<file path="src/rtl/ramp_pkg.sv">
package ramp_pkg;
  typedef enum logic [1:0] {
    ST_IDLE = 2'd0,
    ST_RUN  = 2'd1,
    ST_END  = 2'd2
  } sweep_state_e;

  typedef enum logic [1:0] {
    TRIG_SW   = 2'd0,
    TRIG_EXT  = 2'd1,
    TRIG_AUTO = 2'd2,
    TRIG_NONE = 2'd3
  } trig_src_e;
endpackage

</file>
<file path="src/rtl/ramp_trig_sel.sv">
module ramp_trig_sel #(
  parameter int SYNC_STAGES = 2
) (
  input  logic       clk,
  input  logic       rst_n,
  input  logic [1:0] src_sel,
  input  logic       sw_pulse,
  input  logic       ext_pin,
  output logic       trig
);
  import ramp_pkg::*;

  logic ext_s;
  logic ext_prev_q;
  logic ext_rise;

  generate
    if (SYNC_STAGES == 0) begin : g_nosync
      assign ext_s = ext_pin;
    end else begin : g_sync
      logic [SYNC_STAGES-1:0] sync_q;
      always_ff @(posedge clk or negedge rst_n) begin
        if (!rst_n) sync_q <= '0;
        else        sync_q <= {sync_q[SYNC_STAGES-2:0], ext_pin};
      end
      assign ext_s = sync_q[SYNC_STAGES-1];
    end
  endgenerate

  always_ff @(posedge clk or negedge rst_n) begin
    if (!rst_n) ext_prev_q <= 1'b0;
    else        ext_prev_q <= ext_s;
  end

  assign ext_rise = ext_s & ~ext_prev_q;

  always_comb begin
    unique case (trig_src_e'(src_sel))
      TRIG_SW:   trig = sw_pulse;
      TRIG_EXT:  trig = ext_rise;
      TRIG_AUTO: trig = 1'b1;
      default:   trig = 1'b0;
    endcase
  end

  // the "none" setting never produces a trigger
  a_r10_none_quiet: assert property (@(posedge clk) disable iff (!rst_n)
    (src_sel == 2'd3) |-> !trig);
endmodule

</file>
<file path="src/rtl/ramp_dwell_timer.sv">
module ramp_dwell_timer #(
  parameter int DW = 16
) (
  input  logic          clk,
  input  logic          rst_n,
  input  logic          restart,
  input  logic [DW-1:0] dwell,
  output logic          expired
);
  logic [DW-1:0] cnt_q;

  assign expired = (cnt_q >= dwell);

  always_ff @(posedge clk or negedge rst_n) begin
    if (!rst_n)        cnt_q <= '0;
    else if (restart)  cnt_q <= '0;
    else if (!expired) cnt_q <= cnt_q + 1'b1;
  end

  // a restart always leaves the count at zero
  a_r4_restart_zero: assert property (@(posedge clk) disable iff (!rst_n)
    restart |=> (cnt_q == '0));
endmodule

</file>
<file path="src/rtl/ramp_word_path.sv">
module ramp_word_path #(
  parameter int FW = 24
) (
  input  logic          clk,
  input  logic          rst_n,
  input  logic          load_start,
  input  logic          step_en,
  input  logic          step_down,
  input  logic [FW-1:0] start_word,
  input  logic [FW-1:0] step_size,
  output logic [FW-1:0] word,
  output logic          strobe
);
  logic [FW-1:0] word_q;
  logic [FW-1:0] word_d;
  logic          strobe_q;

  always_comb begin
    word_d = word_q;
    if (load_start)   word_d = start_word;
    else if (step_en) word_d = step_down ? (word_q - step_size) : (word_q + step_size);
  end

  always_ff @(posedge clk or negedge rst_n) begin
    if (!rst_n) begin
      word_q   <= '0;
      strobe_q <= 1'b0;
    end else begin
      word_q   <= word_d;
      strobe_q <= (word_d != word_q);
    end
  end

  assign word   = word_q;
  assign strobe = strobe_q;

  // upward step adds the step size modulo 2^FW
  a_r3_step_up: assert property (@(posedge clk) disable iff (!rst_n)
    (step_en && !load_start && !step_down) |=> (word_q == $past(word_q) + $past(step_size)));
  // downward step subtracts the step size modulo 2^FW
  a_r3_step_down: assert property (@(posedge clk) disable iff (!rst_n)
    (step_en && !load_start && step_down) |=> (word_q == $past(word_q) - $past(step_size)));
endmodule

</file>
<file path="src/rtl/ramp_sweep_ctrl.sv">
module ramp_sweep_ctrl #(
  parameter int FW          = 24,
  parameter int CW          = 16,
  parameter int DW          = 16,
  parameter int SYNC_STAGES = 2
) (
  input  logic          clk,
  input  logic          rst_n,
  input  logic          cfg_enable,
  input  logic [FW-1:0] cfg_start_word,
  input  logic [FW-1:0] cfg_step_size,
  input  logic [CW-1:0] cfg_num_steps,
  input  logic [DW-1:0] cfg_dwell,
  input  logic          cfg_start_down,
  input  logic          cfg_one_way,
  input  logic          cfg_single_step,
  input  logic [1:0]    cfg_trig_src,
  input  logic          sw_trig,
  input  logic          ext_trig,
  output logic [FW-1:0] freq_word,
  output logic          step_strobe,
  output logic          busy
);
  import ramp_pkg::*;

  localparam logic [CW:0] ONE_STEP = {{CW{1'b0}}, 1'b1};

  sweep_state_e  state_q, state_d;
  logic [CW-1:0] cnt_q, cnt_d;
  logic          dir_q, dir_d;
  logic          load_start, step_en, step_down, timer_restart;
  logic          trig, expired, advance, no_steps;
  logic [CW:0]   cnt_next;

  ramp_trig_sel #(.SYNC_STAGES(SYNC_STAGES)) u_trig (
    .clk(clk), .rst_n(rst_n), .src_sel(cfg_trig_src),
    .sw_pulse(sw_trig), .ext_pin(ext_trig), .trig(trig)
  );

  ramp_dwell_timer #(.DW(DW)) u_dwell (
    .clk(clk), .rst_n(rst_n), .restart(timer_restart),
    .dwell(cfg_dwell), .expired(expired)
  );

  ramp_word_path #(.FW(FW)) u_word (
    .clk(clk), .rst_n(rst_n), .load_start(load_start), .step_en(step_en),
    .step_down(step_down), .start_word(cfg_start_word), .step_size(cfg_step_size),
    .word(freq_word), .strobe(step_strobe)
  );

  assign no_steps = (cfg_num_steps == '0);
  assign cnt_next = {1'b0, cnt_q} + ONE_STEP;
  assign advance  = cfg_single_step ? trig : expired;

  always_comb begin
    state_d       = state_q;
    cnt_d         = cnt_q;
    dir_d         = dir_q;
    load_start    = 1'b0;
    step_en       = 1'b0;
    step_down     = dir_q;
    timer_restart = 1'b0;
    if (!cfg_enable) begin
      state_d    = ST_IDLE;
      cnt_d      = '0;
      load_start = 1'b1;
    end else begin
      unique case (state_q)
        ST_IDLE: begin
          load_start = 1'b1;
          if (trig && !no_steps) begin
            load_start    = 1'b0;
            step_en       = 1'b1;
            step_down     = cfg_start_down;
            dir_d         = cfg_start_down;
            cnt_d         = {{(CW-1){1'b0}}, 1'b1};
            timer_restart = 1'b1;
            state_d       = (cfg_num_steps == {{(CW-1){1'b0}}, 1'b1}) ? ST_END : ST_RUN;
          end
        end
        ST_RUN: begin
          if (advance) begin
            step_en       = 1'b1;
            cnt_d         = cnt_next[CW-1:0];
            timer_restart = 1'b1;
            if (cnt_next >= {1'b0, cfg_num_steps}) state_d = ST_END;
          end
        end
        ST_END: begin
          if (trig) begin
            if (cfg_one_way) begin
              load_start = 1'b1;
              cnt_d      = '0;
              state_d    = ST_IDLE;
            end else if (!no_steps) begin
              step_en       = 1'b1;
              step_down     = ~dir_q;
              dir_d         = ~dir_q;
              cnt_d         = {{(CW-1){1'b0}}, 1'b1};
              timer_restart = 1'b1;
              state_d       = (cfg_num_steps == {{(CW-1){1'b0}}, 1'b1}) ? ST_END : ST_RUN;
            end
          end
        end
        default: state_d = ST_IDLE;
      endcase
    end
  end

  always_ff @(posedge clk or negedge rst_n) begin
    if (!rst_n) begin
      state_q <= ST_IDLE;
      cnt_q   <= '0;
      dir_q   <= 1'b0;
    end else begin
      state_q <= state_d;
      cnt_q   <= cnt_d;
      dir_q   <= dir_d;
    end
  end

  assign busy = (state_q == ST_RUN);

  // disabling forces idle at the start word on the next edge
  a_r2_disable_idle: assert property (@(posedge clk) disable iff (!rst_n)
    !cfg_enable |=> (!busy && freq_word == $past(cfg_start_word)));
  // strobe marks exactly the cycles where the word moved
  a_r9_strobe_on_change: assert property (@(posedge clk) disable iff (!rst_n)
    step_strobe == (freq_word != $past(freq_word)));
  // in single-step mode the word holds without a trigger
  a_r7_single_hold: assert property (@(posedge clk) disable iff (!rst_n)
    (cfg_enable && busy && cfg_single_step && !trig) |=> $stable(freq_word));
  // in automatic stepping the word holds until the dwell expires
  a_r4_dwell_hold: assert property (@(posedge clk) disable iff (!rst_n)
    (cfg_enable && busy && !cfg_single_step && !expired) |=> $stable(freq_word));
  // a zero step count never starts a leg
  a_r11_zero_count: assert property (@(posedge clk) disable iff (!rst_n)
    (cfg_enable && no_steps && !busy) |=> !busy);
endmodule

</file>
<file path="config.mk">
export PLATFORM = sky130hd
export DESIGN_NAME = ramp_sweep_ctrl
export DESIGN_NICKNAME = d
export VERILOG_FILES = /design/src/rtl/ramp_pkg.sv /design/src/rtl/ramp_trig_sel.sv /design/src/rtl/ramp_dwell_timer.sv /design/src/rtl/ramp_word_path.sv /design/src/rtl/ramp_sweep_ctrl.sv
export SDC_FILE = /design/constraint.sdc
export NUM_CORES = 1
export LEC_CHECK = 0
export BUFFER_PORTS_ARGS = -buffer_cell sky130_fd_sc_hd__buf_2
export CORE_MARGIN = 5
export CORE_UTILIZATION = 33
export CTS_BUF_LIST = sky130_fd_sc_hd__clkbuf_4
export DETAILED_ROUTE_END_ITERATION = 8
export GPL_TIMING_DRIVEN = 1
export MAX_ROUTING_LAYER = met4
export PLACE_DENSITY = 0.56
export SLEW_MARGIN = 20
export SYNTH_ARGS = -nofsm -noshare
export SYNTH_HDL_FRONTEND = slang
export SYNTH_HIERARCHICAL = 1
export SYNTH_SLANG_ARGS = --single-unit
</file>
<file path="constraint.sdc">
create_clock -name clk -period 6 [get_ports clk]
set_clock_uncertainty 0.2 [all_clocks]
set_input_delay 0 -clock clk [delete_from_list [all_inputs] [get_ports clk]]
set_output_delay 0 -clock clk [all_outputs]
set_load 0.1 [all_outputs]
</file>
==> results.cfg <==
[status]
status = complete, no violations

[global_routing]
grt_max_degree = 64
grt_remaining_overflow = 0
use_met3_pct = 1.84
grt_pass1_wl_um = 32200
met2_usage_pct = 27.4
globalRoute.busiestLayer = met2
grt_use_total_pct = 17.3
use_met1_pct = 23.4
grt_pass1_vias = 6191
grt_antenna_before_repair = 1

[yosys]
yosys_warnings = 6
synthSimpleGateAreaFrac_pct = 19.5
synth_top_family_by_area = compound AO/OA/AOI/OAI gates
synth-main-ff-cell = dfrtp_1
synth_cells = 824
ys_types = 80
synthAdderAreaFrac_pct = 11.8
synth_edf_count = 0
yosysSeqAreaShare_pct = 23.3
yosys_register_bits = 63
synth_xor_xnor_area_share_pct = 14.5
syn_nets = 977
syn_area_um2 = 6750
synthArstFlopShare_pct = 100
syn_area_per_cell_um2 = 8.20
synth-compound-area-share_pct = 22.6
synth_mux_area_share_pct = 2.83

[floorplan]
die_y_um = 153
coreArea_um2 = 20200
ios = 116
die-area_um2 = 23400
die_w_um = 153
row_count = 52
initial_utilization_pct = 33.5

[worst_hold_path]
hold-path-cell-count = 2
holdPathEnd = u_trig/g_sync.sync_q[0]
min_from = ext_trig
hp-class = primary input to flip-flop

[placed_design]
dp_hpwl_um = 15600
placed_cell_area_um2 = 7590
gp_congestion = 0.879
numPortBuffers = 115

[clock_network]
clock_tree.buffer_depth = 2
clk_latency_ns = 0.44
clkSlewWorstSetupHoldPaths_ns = 0.12
clkSinkCount = 63
post_cts_buffers = 0
numCtsBuffers = 9
root_buffer = clkbuf_4
cts_tree = yes
htree_levels = 3

[setup_path]
r2r_setup_slack_ns = 0.57
path_class = flip-flop to flip-flop
start_kind = flip-flop
cp_max_fo = 19
arrival_ns = 5.55
crit_path_end_kind = flip-flop
critical_path_required_ns = 6.12
r2r_cells = 19
reg2reg_to = u_word/strobe
regToRegStartpoint = u_trig/ext_prev_q

[detailed_routing]
wl_per_cell_um = 16.1
first_pass_iters = 4
via_count = 6478
drc = 0
drt-initial-drc-count = 410
ant_nets = 0
wl_um = 19900
viasPerCell = 5.23

[cells_and_area]
layout_commonest_cell = buf_2
area_delta_synth_final_pct = 19.7
design_area_um2 = 8080
fillers = 2067
final_cell_mix = 115 x buf_2, 75 x a21oi_1, 73 x xnor2_1
finalNetCount = 1115
drive_gt1_share_pct = 16.4

[power_and_ir_drop]
ir_drop_mv = 0.468
p_leak_nw = 3.66
power_density_nw_per_um2 = 591

[timing]
tns_ns = 0
fmax_mhz = 184
rsz0062_at_grt = false
period_share_pct = 90.5
drv_slew = 0
hold_viol_final = 0
setup_viol = 0
layout_min_cycle_time_ns = 5.43
worst_slew_pin_slew_ns = 0.904
relSlewSlack_pct = 39.8

[flow_run]
drv_cap = 0
state kept, by name (all words and copies together), names as in the netlist:
signal / flops
u_word/word: 24
cnt_q: 16
u_dwell/cnt_q: 16
state_q: 2
u_trig/g_sync.sync_q: 2
dir_q: 1
u_trig/ext_prev_q: 1
u_word/strobe: 1
power by group:
| part | switching, mW | leakage, nW | internal, mW |
|---|---|---|---|
| clock | 0.179 | 0.0859 | 0.175 |
| sequential | 0.164 | 0.809 | 0.522 |
| combinational | 2.31 | 2.77 | 1.43 |
per-layer routing:
metal | part of all wire (%) | wire length (um)
met4 | 1.7 | 347
met2 | 46 | 9250
met5 | 0 | 0
met1 | 48 | 9490
met3 | 4.1 | 821
how the worst max path moves through the flow:
| stage | to | cells after the start | startpoint | slack [ns] |
|---|---|---|---|---|
| 2_1_floorplan | u_word/strobe | 19 | u_trig/ext_prev_q | 0.95 |
| 3_3_place_gp | u_word/strobe | 19 | u_trig/ext_prev_q | 0.66 |
| 3_5_place_dp | u_word/strobe | 19 | u_trig/ext_prev_q | 0.64 |
| 4_1_cts | u_word/strobe | 19 | u_trig/ext_prev_q | 0.60 |
| 5_1_grt | u_word/strobe | 19 | u_trig/ext_prev_q | 0.06 |
| 6_report | u_word/strobe | 19 | u_trig/ext_prev_q | 0.57 |
layout make-up:
| type | count | area (um^2) | share of cell area (%) |
|---|---|---|---|
| multi-input cells | 673 | 4820 | 59.7 |
| clock buffers | 11 | 82.6 | 1.02 |
| repair buffers | 156 | 968 | 12.0 |
| clock inverters | 5 | 72.6 | 0.898 |
| inverters | 59 | 221 | 2.74 |
| flip-flops and latches | 63 | 1580 | 19.5 |
| well taps | 270 | 338 | 4.18 |
| diodes | 1 | 2.50 | 0.0310 |
through the flow:
step / worst slack, ns / std cells / hold WS (ns) / total power, mW / util (%)
4_1_cts: 0.602 / 1237 / 0.00100 / 4.77 / 40.1
3_5_place_dp: 0.637 / 1187 / -0.0878 / 4.36 / 37.6
6_report: 0.571 / 1238 / 0.0319 / 4.78 / 40.1
3_3_place_gp: 0.660 / 1187 / -0.0878 / 4.39 / 37.6
2_1_floorplan: 0.946 / 824 / -0.496 / 3.62 / -
5_1_grt: 0.0570 / 1238 / 0.0375 / 5.15 / 40.1
synthesized netlist by cell type, drive strengths merged, types with 11 or more instances:
| library cell | count | area (um^2) |
|---|---|---|
| a21oi | 75 | 375 |
| xnor2 | 73 | 639 |
| nand2 | 70 | 263 |
| dfrtp | 63 | 1580 |
| ha | 62 | 776 |
| o21ai | 62 | 314 |
| inv | 59 | 221 |
| nor2 | 55 | 214 |
| nand3 | 25 | 125 |
| xor2 | 23 | 201 |
| clkbuf | 18 | 71.3 |
| mux2i | 18 | 180 |
| nor3 | 17 | 85.1 |
| o31ai | 15 | 118 |
| nand4 | 14 | 103 |
| or4 | 13 | 101 |
| a21o | 11 | 82.6 |
| buf | 11 | 80.1 |
worst max-delay path: stages (launching register included):
cell and delay (ns):
dfrtp_1 0.37, or3b_1 0.34, a21oi_1 0.15, buf_4 0.16
o211ai_1 0.13, o21bai_1 0.19, a221o_1 0.47, buf_4 0.25
a31oi_1 0.19, xnor2_1 0.09, ha_1 0.45, o21ai_1 0.12
a21oi_1 0.33, nand4_1 0.20, a31oi_1 0.37, nor4_1 0.10
a311o_1 0.31, or4b_1 0.46, o41ai_1 0.36, nand2_1 0.09
logic make-up (layout without fill, tap and decap cells):
logic type,count (synthesis),after routing
xor+xnor,102,102
fa+ha+maj,63,63
buf+inv,88,231
mux,19,19
flops,63,63
other cells,0,1
compound gates,234,234
simple gates,255,255
timing repair:
action	CTS	global route
endpoints found under the hold margin	93	0
hold buffers	34	0
gates resized for setup	0	0
No activity file was read; power rests on OpenSTA's default activity.
